File: src/rtl/fwcb_pkg.sv
package fwcb_pkg;

    localparam int WORD_W = 32;

    typedef enum logic [2:0] {
        ST_HDR,
        ST_PLAN,
        ST_EMIT,
        ST_TERM,
        ST_HALT
    } fwcb_state_e;

    typedef enum logic [1:0] {
        W_CTL = 2'd0,
        W_SRC = 2'd1,
        W_DST = 2'd2,
        W_SUM = 2'd3
    } fwcb_word_e;

endpackage

File: src/rtl/fwcb_hdr_asm.sv
module fwcb_hdr_asm
    import fwcb_pkg::*;
#(
    parameter int HDR_BYTES = 8
) (
    input  logic                  clk,
    input  logic                  rst_n,
    input  logic                  take_i,
    input  logic [7:0]            byte_i,
    output logic                  at_start_o,
    output logic                  done_o,
    output logic [WORD_W-1:0]     dst_o,
    output logic [WORD_W-1:0]     len_o
);
    localparam int CNT_W = $clog2(HDR_BYTES);
    localparam int SH_W  = 8 * HDR_BYTES;

    typedef struct packed {
        logic [CNT_W-1:0] cnt;
        logic [SH_W-1:0]  sh;
    } asm_t;

    asm_t q, d;
    logic [SH_W-1:0] sh_next;

    always_comb begin
        d       = q;
        // bytes enter at the top and drift down, so byte 0 ends at bit 0
        sh_next = {byte_i, q.sh[SH_W-1:8]};
        if (take_i) begin
            d.sh  = sh_next;
            d.cnt = (q.cnt == CNT_W'(HDR_BYTES - 1)) ? '0 : q.cnt + 1'b1;
        end
    end

    always_ff @(posedge clk or negedge rst_n) begin
        if (!rst_n) begin
            q.cnt <= '0;
            q.sh  <= '0;
        end else begin
            q <= d;
        end
    end

    assign at_start_o = (q.cnt == '0);
    assign done_o     = take_i && (q.cnt == CNT_W'(HDR_BYTES - 1));
    assign dst_o      = sh_next[WORD_W-1:0];
    assign len_o      = sh_next[2*WORD_W-1:WORD_W];

    AST_HDR_COUNT_WRAP: assert property (@(posedge clk) disable iff (!rst_n)
        done_o |=> at_start_o) else $error("header count did not wrap");

endmodule

File: src/rtl/fwcb_chunk_sizer.sv
module fwcb_chunk_sizer
    import fwcb_pkg::*;
#(
    parameter int BUF_BYTES   = 4096,
    parameter int MAX_CMD_LEN = 1024,
    parameter int OFF_W       = 13
) (
    input  logic [WORD_W-1:0] rem_i,
    input  logic [OFF_W-1:0]  off_i,
    output logic [WORD_W-1:0] clen_o
);
    logic [WORD_W-1:0] room;
    logic [WORD_W-1:0] cap;

    always_comb begin
        room   = WORD_W'(BUF_BYTES) - WORD_W'(off_i);
        cap    = (rem_i < WORD_W'(MAX_CMD_LEN)) ? rem_i : WORD_W'(MAX_CMD_LEN);
        clen_o = (cap < room) ? cap : room;
    end

endmodule

File: src/rtl/fwcb_word_sel.sv
module fwcb_word_sel
    import fwcb_pkg::*;
(
    input  fwcb_word_e        sel_i,
    input  logic              term_i,
    input  logic [WORD_W-1:0] ctl_i,
    input  logic [WORD_W-1:0] src_i,
    input  logic [WORD_W-1:0] dst_i,
    output logic [WORD_W-1:0] word_o
);
    always_comb begin
        if (term_i) begin
            word_o = '0;
        end else begin
            unique case (sel_i)
                W_CTL:   word_o = ctl_i;
                W_SRC:   word_o = src_i;
                W_DST:   word_o = dst_i;
                default: word_o = ctl_i ^ src_i ^ dst_i;
            endcase
        end
    end

endmodule

File: src/rtl/fwcb_gen.sv
module fwcb_gen
    import fwcb_pkg::*;
#(
    parameter logic [31:0] SRC_BASE    = 32'h0010_0000,
    parameter int          BUF_BYTES   = 4096,
    parameter int          BUF_COUNT   = 64,
    parameter int          MAX_CMD_LEN = 1024,
    parameter logic [31:0] CTL_DEFAULT = 32'h8C00_0000
) (
    input  logic        clk,
    input  logic        rst_n,
    input  logic        hdr_valid_i,
    input  logic [7:0]  hdr_byte_i,
    output logic        hdr_ready_o,
    input  logic        eoi_valid_i,
    output logic        eoi_ready_o,
    output logic        cmd_valid_o,
    output logic [31:0] cmd_word_o,
    input  logic        cmd_ready_i,
    output logic        err_o
);
    localparam int IDX_W = (BUF_COUNT > 1) ? $clog2(BUF_COUNT) : 1;
    localparam int OFF_W = $clog2(BUF_BYTES + 1);

    typedef struct packed {
        fwcb_state_e       state;
        logic [IDX_W-1:0]  idx;
        logic [OFF_W-1:0]  off;
        logic [WORD_W-1:0] dst;
        logic [WORD_W-1:0] rem;
        logic [WORD_W-1:0] clen;
        fwcb_word_e        wsel;
    } gen_t;

    gen_t q, d;

    logic              hdr_at_start;
    logic              hdr_done;
    logic [WORD_W-1:0] hdr_dst;
    logic [WORD_W-1:0] hdr_len;
    logic              hdr_take;
    logic [WORD_W-1:0] next_clen;
    logic [WORD_W-1:0] src_addr;
    logic [WORD_W-1:0] ctl_word;
    logic              buf_full;
    logic              last_buf;

    fwcb_hdr_asm #(.HDR_BYTES(8)) u_hdr (
        .clk        (clk),
        .rst_n      (rst_n),
        .take_i     (hdr_take),
        .byte_i     (hdr_byte_i),
        .at_start_o (hdr_at_start),
        .done_o     (hdr_done),
        .dst_o      (hdr_dst),
        .len_o      (hdr_len)
    );

    fwcb_chunk_sizer #(
        .BUF_BYTES   (BUF_BYTES),
        .MAX_CMD_LEN (MAX_CMD_LEN),
        .OFF_W       (OFF_W)
    ) u_sizer (
        .rem_i  (q.rem),
        .off_i  (q.off),
        .clen_o (next_clen)
    );

    assign src_addr = SRC_BASE + WORD_W'(q.idx) * WORD_W'(BUF_BYTES) + WORD_W'(q.off);
    assign ctl_word = CTL_DEFAULT | q.clen;
    assign buf_full = (q.off == OFF_W'(BUF_BYTES));
    assign last_buf = (q.idx == IDX_W'(BUF_COUNT - 1));

    fwcb_word_sel u_sel (
        .sel_i  (q.wsel),
        .term_i (q.state == ST_TERM),
        .ctl_i  (ctl_word),
        .src_i  (src_addr),
        .dst_i  (q.dst),
        .word_o (cmd_word_o)
    );

    // end of image wins over a header byte at a record boundary
    assign eoi_ready_o = (q.state == ST_HDR) && hdr_at_start;
    assign hdr_ready_o = (q.state == ST_HDR) && !(hdr_at_start && eoi_valid_i);
    assign hdr_take    = hdr_valid_i && hdr_ready_o;
    assign cmd_valid_o = (q.state == ST_EMIT) || (q.state == ST_TERM);
    assign err_o       = (q.state == ST_HALT);

    always_comb begin
        d = q;
        unique case (q.state)
            ST_HDR: begin
                if (eoi_valid_i && eoi_ready_o) begin
                    d.state = ST_TERM;
                end else if (hdr_done) begin
                    d.dst   = hdr_dst;
                    d.rem   = hdr_len;
                    d.state = ST_PLAN;
                end
            end
            ST_PLAN: begin
                if (q.rem == '0) begin
                    d.state = ST_HDR;
                end else if (buf_full) begin
                    if (last_buf) begin
                        d.state = ST_HALT;
                    end else begin
                        d.idx = q.idx + 1'b1;
                        d.off = '0;
                    end
                end else begin
                    d.clen  = next_clen;
                    d.wsel  = W_CTL;
                    d.state = ST_EMIT;
                end
            end
            ST_EMIT: begin
                if (cmd_ready_i) begin
                    if (q.wsel == W_SUM) begin
                        d.off   = q.off + q.clen[OFF_W-1:0];
                        d.dst   = q.dst + q.clen;
                        d.rem   = q.rem - q.clen;
                        d.state = ST_PLAN;
                    end else begin
                        d.wsel = fwcb_word_e'(q.wsel + 2'd1);
                    end
                end
            end
            ST_TERM: begin
                if (cmd_ready_i) begin
                    d.idx   = '0;
                    d.off   = '0;
                    d.state = ST_HDR;
                end
            end
            default: begin
                d.state = ST_HALT;
            end
        endcase
    end

    always_ff @(posedge clk or negedge rst_n) begin
        if (!rst_n) begin
            q.state <= ST_HDR;
            q.idx   <= '0;
            q.off   <= '0;
            q.dst   <= '0;
            q.rem   <= '0;
            q.clen  <= '0;
            q.wsel  <= W_CTL;
        end else begin
            q <= d;
        end
    end

    AST_WORD_HELD: assert property (@(posedge clk) disable iff (!rst_n)
        (cmd_valid_o && !cmd_ready_i) |=> (cmd_valid_o && $stable(cmd_word_o)))
        else $error("word changed under back-pressure");

    AST_PORTS_EXCLUSIVE: assert property (@(posedge clk) disable iff (!rst_n)
        cmd_valid_o |-> (!hdr_ready_o && !eoi_ready_o))
        else $error("input ready while emitting");

    AST_HALT_SILENT: assert property (@(posedge clk) disable iff (!rst_n)
        err_o |=> (err_o && !cmd_valid_o && !hdr_ready_o && !eoi_ready_o))
        else $error("activity after buffer exhaustion");

    AST_OFF_IN_BUF: assert property (@(posedge clk) disable iff (!rst_n)
        q.off <= OFF_W'(BUF_BYTES))
        else $error("buffer offset beyond buffer");

    AST_IDX_IN_RANGE: assert property (@(posedge clk) disable iff (!rst_n)
        32'(q.idx) < 32'(BUF_COUNT))
        else $error("buffer index beyond limit");

endmodule

File: config.mk
export PLATFORM = sky130hd
export DESIGN_NAME = fwcb_gen
export DESIGN_NICKNAME = d
export VERILOG_FILES = /design/src/rtl/fwcb_pkg.sv /design/src/rtl/fwcb_hdr_asm.sv /design/src/rtl/fwcb_chunk_sizer.sv /design/src/rtl/fwcb_word_sel.sv /design/src/rtl/fwcb_gen.sv
export SDC_FILE = /design/constraint.sdc
export NUM_CORES = 1
export LEC_CHECK = 0
export BUFFER_PORTS_ARGS = -buffer_cell sky130_fd_sc_hd__clkbuf_2
export CAP_MARGIN = 20
export CORE_MARGIN = 1.5
export CORE_UTILIZATION = 64
export CTS_CLUSTER_DIAMETER = 150
export DETAILED_ROUTE_END_ITERATION = 8
export GPL_TIMING_DRIVEN = 0
export PLACE_DENSITY = 0.81
export SLEW_MARGIN = 20
export SYNTH_ARGS = -nofsm -noshare
export SYNTH_HDL_FRONTEND = slang
export SYNTH_SLANG_ARGS = --single-unit
File: constraint.sdc
create_clock -name clk -period 6.9 [get_ports clk]
set_clock_uncertainty 0.15 [all_clocks]
set_input_delay 0.345 -clock clk [delete_from_list [all_inputs] [get_ports clk]]
set_output_delay 0.345 -clock clk [all_outputs]
set_load 0.01 [all_outputs]
# After elaboration in Yosys (flattened, before gate mapping)

Cells that the tools add are included.

Bits of input ports: 13
Register bits after elaboration: 187
Output and inout bits: 36

Bitwise operators: 4
Mux-type cells: 29
Order comparisons: 2
Reductions and logical operators: 22
Eq/ne operators: 22
Add/subtract/negate cells: 9

Operators with widths:

| operator                                                                        | count |
|---|---|
| 77-bit two-way mux                                                              | 2 |
| 64-bit two-way mux                                                              | 2 |
| 64-bit one-hot mux with 2 select lines                                          | 1 |
| 32-bit two-way mux                                                              | 3 |
| 32-bit one-hot mux with 3 select lines                                          | 1 |
| 19-bit two-way mux                                                              | 3 |
| 13-bit one-hot mux with 3 select lines                                          | 1 |
| 32-bit adder                                                                    | 1 |
| 32-bit zero test                                                                | 1 |
| 32-bit by 11-bit less-than comparator with 1-bit output (second input constant) | 1 |
| 32-bit less-than comparator                                                     | 1 |
| 32-bit subtractor                                                               | 1 |
| 32-bit by 23-bit XOR with 32-bit output                                         | 1 |
| 32-bit XOR                                                                      | 1 |
| 3-bit two-way mux                                                               | 8 |
| 22-bit by 13-bit adder with 23-bit output                                       | 1 |
| 21-bit by 18-bit adder with 22-bit output (first input constant)                | 1 |
| 22-bit two-way mux                                                              | 1 |
| 5-bit AND reduction                                                             | 4 |
| 2-bit != test (second input constant)                                           | 9 |
| 13-bit by 13-bit subtractor with 14-bit output (first input constant)           | 1 |
| 13-bit adder                                                                    | 1 |
| 13-bit == test (second input constant)                                          | 1 |
| 3-bit one-hot mux with 4 select lines                                           | 1 |
| 25 further kinds                                                                | 40 |

# Logic depth before layout (Yosys ltp)

Gate-level depths: netlist of the first run.

Depth in word-level cells: 9
Gate-level depth with buffers: 19
Mapped depth without buffers: 17

# Cells and area by module

Synthesis of the first run repeated with hierarchy kept, for this count alone.

Cells, all modules: 1867
Area total of the unflattened synthesis: 15471.1 sq um

Modules (own cells, without submodules):

| module           | area each (sq um) | instances | cells each | sequential area each (sq um) |
|---|---|---|---|---|
| fwcb_gen         | 9022.4            | 1         | 1109       | 3002.9 |
| fwcb_hdr_asm     | 2757.6            | 1         | 198        | 1476.4 |
| fwcb_word_sel    | 2457.4            | 1         | 381        | 0.0 |
| fwcb_chunk_sizer | 1233.7            | 1         | 179        | 0.0 |

# Worst setup path before layout of the first run

No wires, ideal clock.

Path type: reg-to-reg
From: register q[106] (netlist name)
To: register q, in the netlist ctl_word[9]
Cell stages (with the launch flop): 15
Buffers on the path: 2
Required time: 6673 ps
Slack: 1888 ps
Arrival: 4784 ps
Cells stage by stage: dfrtp_1 or4_4 or3_1 o21ai_0 ha_1 nand4_1 nor3_1 and3_1 nand2_1 nor4_1 a211o_1 buf_4 buf_2 mux2_2 a21oi_1

Word-level cells in the longest chain between the ends: 3

RTL lines:

| item                                                                                    | line                                   | RTL |
|---|---|---|
| start: declaration                                                                      | fwcb_gen.sv:35                         | `gen_t q, d;` |
| 13-bit by 13-bit subtractor with 14-bit output / 13-bit == test (equally long branches) | fwcb_chunk_sizer.sv:16, fwcb_gen.sv:71 |  |
| 32-bit less-than comparator / 1-bit NOT (equally long branches)                         | -                                      |  |
| 32-bit two-way mux / 3-bit AND reduction (equally long branches)                        | -                                      |  |

Parallel ways exist; a longest one is shown, timed or not.
A chain may end at the register's enable or synchronous reset.

# Worst setup path after layout of the first run

From: register q[60] (netlist name)
To: register q, in the netlist ctl_word[12]

Word-level cells in the longest chain between the ends: 4

RTL lines:

| item                                                    | line                   | RTL |
|---|---|---|
| 32-bit by 11-bit less-than comparator with 1-bit output | fwcb_chunk_sizer.sv:17 | `cap = (rem_i < WORD_W'(MAX_CMD_LEN)) ? rem_i : WORD_W'(MAX_CMD_LEN);` |
| 32-bit two-way mux                                      | fwcb_chunk_sizer.sv:17 |  |
| 32-bit less-than comparator                             | fwcb_chunk_sizer.sv:18 | `clen_o = (cap < room) ? cap : room;` |
| 32-bit two-way mux                                      | fwcb_chunk_sizer.sv:18 |  |

Parallel ways exist; a longest one is shown, timed or not.

==> results of run 1 <==
==> per-layer routing <==
metal  vias to the layer above  GRT usage [%]  part of all wire [%]
li1                       5681              -                     -
met1                      5926           50.4                    40
met2                       576           62.6                    47
met3                       121           6.76                   8.6
met4                         0           17.2                   4.4
met5                         -              0                     0
==> sequential cells by signal (all words and copies together), names as in the netlist <==
signal,cells
ctl_word,29
q,91
u_hdr.dst_o,32
u_hdr.len_o,24
u_hdr.q,3
==> worst max-delay path by stage <==
stage                     cells after the start  slack, ns      endpoint
final                                        18       2.33  ctl_word[12]
after global placement                       16       1.16   ctl_word[9]
after detailed placement                     18       2.51  ctl_word[29]
after global routing                         18       2.16  ctl_word[12]
after CTS                                    18       2.46  ctl_word[12]
after floorplan                              14       1.89   ctl_word[9]
==> cells in the final DEF (no fill, tap or decap), types with 7 or more instances in the layout <==
cell type,count
sky130_fd_sc_hd__nor2b_1,14
sky130_fd_sc_hd__a21o_1,32
sky130_fd_sc_hd__buf_2,9
sky130_fd_sc_hd__clkbuf_16,17
sky130_fd_sc_hd__clkbuf_1,51
sky130_fd_sc_hd__o21a_1,26
sky130_fd_sc_hd__or3_1,13
sky130_fd_sc_hd__and3_1,13
sky130_fd_sc_hd__mux2i_1,8
sky130_fd_sc_hd__nand2b_1,15
sky130_fd_sc_hd__a221oi_1,11
sky130_fd_sc_hd__o22ai_1,9
sky130_fd_sc_hd__ha_1,116
sky130_fd_sc_hd__nand4_1,11
sky130_fd_sc_hd__nor2_1,145
sky130_fd_sc_hd__nand2_1,135
sky130_fd_sc_hd__nor4_1,9
sky130_fd_sc_hd__xor2_1,46
sky130_fd_sc_hd__mux2_2,66
sky130_fd_sc_hd__xnor2_1,51
sky130_fd_sc_hd__a21oi_1,161
sky130_fd_sc_hd__a222oi_1,14
sky130_fd_sc_hd__a31oi_1,19
sky130_fd_sc_hd__a211oi_1,20
sky130_fd_sc_hd__clkbuf_2,46
sky130_fd_sc_hd__or2_2,7
sky130_fd_sc_hd__conb_1,21
sky130_fd_sc_hd__buf_1,13
sky130_fd_sc_hd__o21bai_1,12
sky130_fd_sc_hd__o21ai_0,90
sky130_fd_sc_hd__dfrtp_1,179
sky130_fd_sc_hd__inv_1,71
sky130_fd_sc_hd__nand3_1,23
sky130_fd_sc_hd__a22oi_1,7
sky130_fd_sc_hd__nor3_1,22
==> area by class of cell <==
class / instances / area [um2]
multi-input cells: 1218 / 8360
fillers: 1557 / 5630
flip-flops and latches: 179 / 4480
clock buffers: 18 / 429
plain buffers: 80 / 357
repair buffers: 54 / 348
well taps: 270 / 338
inverters: 72 / 270
clock inverters: 14 / 153
==> stage by stage <==
step / hold WS (ns) / total power, mW
floorplan: -0.101 / 5.11
global placement: 0.340 / 6.25
detailed placement: 0.278 / 6.38
CTS: 0.00425 / 7.38
global route: 0.0111 / 8.02
finish: 0.00831 / 7.50
==> critical path, delay by kind of cell (launching register included) <==
kind	cells	cell delay [ns]
DFF	1	0.41
buffers and inverters	3	0.49
AOI/OAI and AO/OA	8	1.27
and+or+nand+nor	6	1.86
adders and majority gates	1	0.25
==> cell usage after synthesis (14+ instances only) <==
library cell,instances
sky130_fd_sc_hd__xnor2_1,51
sky130_fd_sc_hd__a31oi_1,19
sky130_fd_sc_hd__a222oi_1,14
sky130_fd_sc_hd__nand2b_1,15
sky130_fd_sc_hd__o21a_1,26
sky130_fd_sc_hd__nor2_1,145
sky130_fd_sc_hd__inv_1,71
sky130_fd_sc_hd__nand2_1,135
sky130_fd_sc_hd__ha_1,116
sky130_fd_sc_hd__o21ai_0,91
sky130_fd_sc_hd__nor3_1,23
sky130_fd_sc_hd__dfrtp_1,179
sky130_fd_sc_hd__nand3_1,23
sky130_fd_sc_hd__nor2b_1,14
sky130_fd_sc_hd__clkbuf_1,50
sky130_fd_sc_hd__a21o_1,32
sky130_fd_sc_hd__a21oi_1,161
sky130_fd_sc_hd__xor2_1,46
sky130_fd_sc_hd__a211oi_1,20
sky130_fd_sc_hd__mux2_2,66
==> report_power, final <==
part	internal (mW)	switching (mW)	leakage, nW
Combinational	1.87	2.66	4.42
Sequential	1.45	0.543	2.29
Clock	0.488	0.494	0.287
==> kinds of logic (layout without fill, tap and decap cells) <==
group,after synthesis,in the layout
DFF,179,179
buffers and inverters,152,238
adders and majority gates,119,119
other,1,21
AOI/OAI and AO/OA,465,465
muxes,74,74
xor gates and xnor gates,97,97
and+or+nand+nor,442,442
==> flow_metrics.tcl, run 1 <==
set metrics [dict create \
    status "finished clean" \
    min_delay_worst_endpoint "u_hdr.len_o[20]" \
    synth_top_area_share_pct 33.5 \
    drive_above_1_share_pct 12.2 \
    route.detailed.vias_per_inst 6.46 \
    post_synth_num_cell_types 85 \
    place_worst_setup_slack_ns 2.51 \
    gr-total-overflow 0 \
    via_count_of_the_first_global_routing_pass 11800 \
    drt_wl_total_mm 41.2 \
    buffer_ports.inserted 47 \
    cts_repair_resize_count 0 \
    utilization_pct 72.4 \
    start_util_pct 65.7 \
    post_synthesis_compound_gate_area_fraction_pct 22.3 \
    final_net_count 1754 \
    post-dp-hpwl_mm 31.0 \
    async_flop_share_pct 100 \
    place_inst 1870 \
    critical_path.cell_chain "nor4_1, nand4_1, nor4_4, nand2_1, inv_1, ha_1, a21o_1, a21o_1, a21oi_1, o21bai_1, a21oi_1, o211ai_1, a211o_1, buf_4, buf_2, nor2b_1, o21ai_0, nand3_1" \
    post_synthesis_average_cell_area_um2 8.75 \
    vdd.ir_drop.worst_mv 0.303 \
    core_region_area_um2 20400 \
    number_of_hold_violations_in_the_final_report 0 \
    achievable-frequency_mhz 219 \
    cts_clock_pin_slew_for_the_worst_setup_and_hold_paths_ns 0.08 \
    launching_point_of_the_worst_reg2reg_path "q[60]" \
    number_of_antenna_violations_at_the_first_check_in_global_routing 0 \
    antenna_cells_inserted 0 \
    required_ns 7.05 \
    cts_tree "built" \
    setup_repair_after_global_routing_missed_its_margin "no" \
    slowest_delay_ns 0.59 \
    holdCritStartpoint "hdr_byte_i[4]" \
    floorplan.die.height_um 148 \
    cts-root-to-sink-buffers 2 \
    synth_flop_cell "sky130_fd_sc_hd__dfrtp_1" \
    leakagePower_nw 7.00 \
    post_cts_buffers 0 \
    yosys_warning_count 0 \
    slew-limit-headroom_pct 20.4 \
    tns_ns 0 \
    placed_cell_area_um2 14100 \
    power.density_cell_area_nw_per_um2 509 \
    clock_sinks 179 \
    post_synth_main_area_contributors "sky130_fd_sc_hd__dfrtp_1, sky130_fd_sc_hd__ha_1, sky130_fd_sc_hd__a21oi_1" \
    die_area_um2 21800 \
    number_of_primary_i_o_pins 49 \
    tritoncts.num_buffers 17 \
    timing.rr.end "ctl_word[12]" \
    worstSetupPathType "flip-flop to flip-flop" \
    area_delta_synth_final_pct 10.2 \
    clock_tree.root_cell "sky130_fd_sc_hd__clkbuf_16" \
    final_period_minus_worst_setup_slack_ns 4.57 \
    synth_top_family_by_area "compound AO/OA/AOI/OAI gates" \
    regToRegSetupSlack_ns 2.33 \
    cp-startpoint "q[60]" \
    crit_arrival_ns 4.72 \
    clk_latency_ns 0.45 \
    place_congestion 0.996 \
    setup_violations 0 \
    endpoint_kind_of_the_worst_setup_timing_path "flip-flop" \
    synth_edf_count 0 \
    timing_worst_slew_pin_value_ns 1.19 \
    grt_max_degree 93 \
    antenna_left 0 \
    muxShareOfSynthArea_pct 6.15 \
    final_cells 1905 \
    holdPathStages 2 \
    drt-wirelength-per-cell_um 21.6 \
    grt_first_pass_wirelength_mm 64.3 \
    crit_slowest_cell "sky130_fd_sc_hd__nor4_4" \
    rows 52 \
    critical_path.startpoint_type "flip-flop" \
    grt_util_all_layers_pct 38.5 \
    vias 12300 \
    finish.instance_area_um2 14700 \
    synthCells 1529 \
    synthesis.area_um2 13400 \
    dieWidth_um 148 \
    yosysSeqAreaShare_pct 33.5 \
    critPathMaxFanout 10 \
    layout_worst_path_cycle_share_pct 66.2 \
    synth_fa_ha_area_share_pct 11.3 \
    post-synth-top-area-cell "sky130_fd_sc_hd__dfrtp_1" \
    detailedRoute.firstPassIterationCount 6 \
    final_slew_violations 0 \
    ys_ff_latch 179 \
    postLayoutSetupSlackWorst_ns 2.33 \
    min-delay-path-class "primary input to flip-flop" \
    drc 0 \
    ctsHtreeMaxLevel 4 \
    postCtsHoldBufs 3 \
    reg2regPathDepth 18 \
    yosys.area_share.simple_pct 15.7 \
    max_cap_violations 0 \
    first_drt_iteration_drcs 1064 \
    synth_xor_area_share_pct 6.35 \
]
No activity file was read; power rests on OpenSTA's default activity.
==> inputs of run 2 (changes only) <==
Clock period 6.9 ns to 4.75 ns, I/O delays scaled along.
==> run 2 against run 1 <==
Net effect: cell area up 0.64%; register-to-register slack worse by 2.1 ns; global-route usage down 0.16 points; first-iteration DRC count up 15%; combinational power up 46%; sequential power up 46%; critical path depth unchanged; final cell count up 0.42%; count of clock-buffer cells in the layout unchanged; maximum frequency up 1.6%; largest cell class unchanged; largest power group unchanged.
==> flow_metrics.tcl, run 2 (synthesis results as in run 1) <==
set metrics [dict create \
    gr-total-overflow 0 \
    grt_util_met2_pct 62.8 \
    vdd.ir_drop.worst_mv 0.458 \
    postLayoutSetupSlackWorst_ns 0.256 \
    drt-wirelength-per-cell_um 21.5 \
    die_area_um2 21800 \
    post-dp-hpwl_mm 30.9 \
    critical_path.startpoint_type "flip-flop" \
    final_slew_violations 0 \
    cts-root-to-sink-buffers 2 \
    place_worst_setup_slack_ns -0.0217 \
    required_ns 4.94 \
    max_flop_register "q" \
    timing_worst_slew_pin_value_ns 0.995 \
    most_common_cell_after_layout_fill_and_taps_aside "sky130_fd_sc_hd__dfrtp_1" \
    status "finished clean" \
    area_delta_synth_final_pct 10.9 \
    setup_repair_after_global_routing_missed_its_margin "no" \
    achievable-frequency_mhz 223 \
    number_of_hold_violations_in_the_final_report 0 \
    dieWidth_um 148 \
    ctsHtreeMaxLevel 4 \
    drt_wl_total_mm 41.2 \
    buffer_ports.inserted 47 \
    met1_usage_pct 48.8 \
    final_net_count 1762 \
    number_of_primary_i_o_pins 49 \
    layout_worst_path_cycle_share_pct 94.6 \
    most-common-layout-cells "sky130_fd_sc_hd__dfrtp_1, sky130_fd_sc_hd__a21oi_1, sky130_fd_sc_hd__nor2_1" \
    via_count_of_the_first_global_routing_pass 11900 \
    endpoint_kind_of_the_worst_setup_timing_path "flip-flop" \
    tritoncts.num_buffers 17 \
    global_route.peak_usage_layer "met2" \
    cts_clock_pin_slew_for_the_worst_setup_and_hold_paths_ns 0.08 \
    leakagePower_nw 7.02 \
    min-delay-path-class "primary input to flip-flop" \
    grt_util_all_layers_pct 38.4 \
    antenna_left 0 \
    number_of_antenna_violations_at_the_first_check_in_global_routing 0 \
    slew-limit-headroom_pct 33.4 \
    clk_latency_ns 0.45 \
    start_util_pct 65.7 \
    power.density_cell_area_nw_per_um2 736 \
    place_congestion 0.992 \
    drive_above_1_share_pct 12.4 \
    final_period_minus_worst_setup_slack_ns 4.49 \
    rows 52 \
    grt_first_pass_wirelength_mm 64.1 \
    tns_ns 0 \
    drc 0 \
    max_cap_violations 0 \
    clock_tree.root_cell "sky130_fd_sc_hd__clkbuf_16" \
    core_region_area_um2 20400 \
    crit_arrival_ns 4.69 \
    largest_register_ffs 91 \
    route.detailed.vias_per_inst 6.49 \
    setup_violations 0 \
    floorplan.die.height_um 148 \
    vias 12400 \
    grt_max_degree 87 \
    clock_sinks 179 \
    grt_util_met3_pct 6.94 \
    antenna_cells_inserted 0 \
    worstSetupPathType "flip-flop to flip-flop" \
    cts_tree "built" \
    first_drt_iteration_drcs 1221 \
    critPathMaxFanout 10 \
    detailedRoute.firstPassIterationCount 9 \
]
-- run 2: changes by cell type in the layout (fill, tap and decap cells not counted), sizes merged --
| cell | delta |
|---|---|
| dlygate4sd3 | +6 |
| o21ai | +2 |
-- run 2: layout make-up --
| type | instances | area [um2] |
|---|---|---|
| well taps | 270 | 338 |
| fillers | 1603 | 5540 |
| plain buffers | 80 | 357 |
| clock inverters | 14 | 153 |
| inverters | 72 | 270 |
| multi-input cells | 1220 | 8400 |
| flip-flops and latches | 179 | 4480 |
| repair buffers | 60 | 404 |
| clock buffers | 18 | 429 |
-- run 2: final timing paths --
kind                                startpoint         endpoint  slack (ns)  cells past startpoint
max in group asynchronous                rst_n  u_hdr.len_o[22]        3.26                      4
worst min-delay path               cmd_ready_i           q[115]        0.04                      2
worst max-delay path                     q[63]     ctl_word[21]        0.26                     18
worst min register to register  u_hdr.dst_o[7]   u_hdr.dst_o[7]        0.36                      1
worst max register to register           q[63]     ctl_word[21]        0.26                     18
min in group asynchronous                rst_n           q[101]        0.11                      2
-- run 2: stage by stage --
| step | std cells | hold WS [ns] | instance area, um2 | power, mW | util (%) |
|---|---|---|---|---|---|
| finish | 1913 | 0.0446 | 14800 | 10.9 | 72.8 |
| global route | 1913 | 0.0748 | 14800 | 11.7 | 72.8 |
| CTS | 1910 | 0.0257 | 14800 | 10.7 | 72.6 |
| detailed placement | 1869 | -0.00843 | 14100 | 9.27 | 69.3 |
| global placement | 1866 | 0.338 | 14000 | 9.09 | 68.9 |
| floorplan | 1549 | -0.208 | 13500 | 7.42 | - |
-- run 2: power breakdown --
group	total, mW	leakage, nW	switching (mW)	internal [mW]
registers	2.90	2.29	0.793	2.10
clock network	1.41	0.285	0.707	0.706
logic	6.60	4.45	3.88	2.72
-- run 2: worst max-delay path, cell delays in order (launching register included) --
cell	delay, ns
sky130_fd_sc_hd__dfrtp_1	0.41
sky130_fd_sc_hd__nor4_1	0.50
sky130_fd_sc_hd__nand4_1	0.28
sky130_fd_sc_hd__nor4_4	0.58
sky130_fd_sc_hd__nand2_1	0.19
sky130_fd_sc_hd__inv_1	0.10
sky130_fd_sc_hd__ha_1	0.24
sky130_fd_sc_hd__a21o_1	0.18
sky130_fd_sc_hd__a21o_1	0.17
sky130_fd_sc_hd__a21oi_1	0.14
sky130_fd_sc_hd__o21bai_1	0.07
sky130_fd_sc_hd__a21oi_1	0.16
sky130_fd_sc_hd__o211ai_1	0.11
sky130_fd_sc_hd__a211o_1	0.23
sky130_fd_sc_hd__buf_4	0.18
sky130_fd_sc_hd__nand2b_1	0.09
sky130_fd_sc_hd__nand2_2	0.23
sky130_fd_sc_hd__buf_4	0.27
sky130_fd_sc_hd__o21a_1	0.11
-- run 2: per-layer routing --
metal	share of wire [%]	wire length, um	vias to the layer above
li1	-	-	5702
met1	40	16400	5993
met2	47	19200	598
met3	8.2	3390	119
met4	5.2	2160	0
met5	0	0	-
-- run 2: what timing repair did --
| item | CTS | global route |
|---|---|---|
| setup endpoints to repair | 12 | 27 |
| resized for setup | 1 | 2 |
| buffers inserted | 0 | 1 |
| hold buffers | 9 | 0 |
| pin swaps | 0 | 1 |
| gates cloned | 0 | 2 |
| hold endpoints to repair | 106 | 0 |
==> inputs of run 3 (changes only) <==
Settings changed: CORE_ASPECT_RATIO set to 1.5, CORE_UTILIZATION 64 to 60, PLACE_DENSITY 0.81 to 0.77.
==> run 3 against run 2 <==
Net effect: sequential power fell by 1%; via count fell by 1.0%; critical path type unchanged; global-route usage fell by 1.9 points; maximum frequency rose by 0.99%; setup slack improved by 0.044 ns; clock power barely moved.
==> flow_metrics.tcl, run 3 (synthesis results as in run 1) <==
set metrics [dict create \
    slowest_delay_ns 0.46 \
    multi_input_area_um2 8380 \
    start_util_pct 61.4 \
    crit_family "simple AND/OR/NAND/NOR gates" \
    utilization_pct 68.1 \
    place_congestion 0.986 \
    final_net_count 1765 \
    floorplan.die.height_um 186 \
    antenna_left 0 \
    clock_tree.root_cell "sky130_fd_sc_hd__clkbuf_16" \
    min-delay-path-class "primary input to flip-flop" \
    grt_max_degree 75 \
    final_slew_violations 0 \
    required_ns 4.96 \
    route.detailed.vias_per_inst 6.40 \
    placed_cell_area_um2 14100 \
    holdPathStages 2 \
    crit_arrival_ns 4.66 \
    final_period_minus_worst_setup_slack_ns 4.45 \
    ctsHtreeMaxLevel 4 \
    first_drt_iteration_drcs 951 \
    cts-root-to-sink-buffers 2 \
    max_cap_violations 0 \
    critPathBufInv 2 \
    largest_register_ffs 91 \
    critical_path.startpoint_type "flip-flop" \
    area_delta_synth_final_pct 11.0 \
    final_cells 1918 \
    antenna_cells_inserted 0 \
    cts_clock_pin_slew_for_the_worst_setup_and_hold_paths_ns 0.07 \
    worstSetupPathDepth 16 \
    number_of_hold_violations_in_the_final_report 0 \
    max_flop_register "q" \
    grt_util_all_layers_pct 36.4 \
    clk_latency_ns 0.45 \
    timing_worst_slew_pin_value_ns 0.926 \
    drt_wl_total_mm 42.0 \
    setup_repair_after_global_routing_missed_its_margin "no" \
    layout_worst_path_cycle_share_pct 93.7 \
    die_area_um2 23200 \
    slew-limit-headroom_pct 38.0 \
    drive_above_1_share_pct 12.4 \
    tritoncts.num_buffers 17 \
    power.density_cell_area_nw_per_um2 739 \
    rows 66 \
    tns_ns 0 \
    vdd.ir_drop.worst_mv 0.440 \
    crit_slowest_cell "sky130_fd_sc_hd__or3_1" \
    critPathMaxFanout 10 \
    fillers 1829 \
    drt-wirelength-per-cell_um 21.9 \
    detailedRoute.firstPassIterationCount 6 \
    post-dp-hpwl_mm 32.2 \
    place_inst 1871 \
    buffer_ports.inserted 47 \
    grt_first_pass_wirelength_mm 65.2 \
    critical_path.cell_chain "nor2_1, nand3_1, or3_1, or3_1, o21ai_4, ha_1, nand4_1, nor3_1, and3_1, nand2_1, nor4_1, a211o_1, buf_4, buf_2, mux2_2, a21oi_1" \
    number_of_antenna_violations_at_the_first_check_in_global_routing 0 \
    dieWidth_um 125 \
    cts_tree "built" \
    finalPower_mw 11.0 \
    achievable-frequency_mhz 225 \
    reg2regPathDepth 16 \
    vias 12300 \
    finish.instance_area_um2 14800 \
    gr-total-overflow 0 \
    setup_violations 0 \
    number_of_primary_i_o_pins 49 \
    worst_path_most_repeated_cell "sky130_fd_sc_hd__or3_1" \
    via_count_of_the_first_global_routing_pass 12100 \
    worstSetupPathType "flip-flop to flip-flop" \
    endpoint_kind_of_the_worst_setup_timing_path "flip-flop" \
    drc 0 \
    most_common_cell_after_layout_fill_and_taps_aside "sky130_fd_sc_hd__dfrtp_1" \
    seqCellArea_um2 4480 \
    most-common-layout-cells "sky130_fd_sc_hd__dfrtp_1, sky130_fd_sc_hd__a21oi_1, sky130_fd_sc_hd__nor2_1" \
    clock_sinks 179 \
    core_region_area_um2 21800 \
    leakagePower_nw 7.04 \
    status "finished clean" \
]
[run 3: final timing paths]
kind                                start         endpoint  slack, ns
max                                q[101]      ctl_word[9]       0.30
min                           cmd_ready_i           q[113]       0.02
max reg2reg                        q[101]      ctl_word[9]       0.30
min reg2reg                u_hdr.dst_o[0]   u_hdr.dst_o[0]       0.37
max in group asynchronous           rst_n             q[1]       3.22
min in group asynchronous           rst_n  u_hdr.len_o[14]       0.19
[run 3: timing repair]
item / in CTS / in global routing
setup endpoints to repair: 11 / 15
hold endpoints to repair: 67 / 0
pin swaps: 0 / 2
buffers inserted: 0 / 5
gates resized for setup: 1 / 1
hold buffers: 9 / 0
gates cloned: 0 / 1
[run 3: stage by stage]
step | hold slack (ns) | setup slack, ns
2_1_floorplan | -0.208 | 0.238
3_3_place_gp | 0.338 | -0.411
3_5_place_dp | 0.0998 | -0.0344
4_1_cts | 0.0160 | 0.165
5_1_grt | 0.0410 | 0.00117
6_report | 0.0161 | 0.300
[run 3: worst register-to-register path, delay by kind of cell (launching register included)]
kind / cells / cell delay (ns)
adder cells (fa/ha/maj): 1 / 0.23
flip-flops: 1 / 0.45
multiplexers: 1 / 0.36
AO/OA/AOI/OAI: 3 / 0.65
AND/OR/NAND/NOR: 9 / 2.12
buffers and inverters: 2 / 0.41
[run 3: layout make-up]
cell class	instances	area share [%]
timing repair buffer	64	2.92
tap	272	2.29
clock buffer	19	2.92
multi-input combinational	1219	56.5
clock inverter	13	1.02
inverter	72	1.82
sequential	179	30.2
buffer	80	2.40
[run 3: power by group]
part	internal (mW)	total, mW	switching [mW]	leakage (nW)
Sequential	2.11	2.86	0.758	2.29
Combinational	2.72	6.66	3.94	4.47
Clock	0.785	1.44	0.657	0.276
Total	5.61	11.0	5.35	7.04
[run 3: per-layer routing]
metal / share of wire, % / routed length [um] / GRT usage, % / vias to the layer above
li1: - / - / - / 5704
met5: 0 / 0 / 0 / -
met3: 6.1 / 2580 / 5.09 / 159
met4: 8.3 / 3490 / 27.0 / 0
met1: 37 / 15600 / 41.5 / 5929
met2: 48 / 20300 / 62.5 / 491
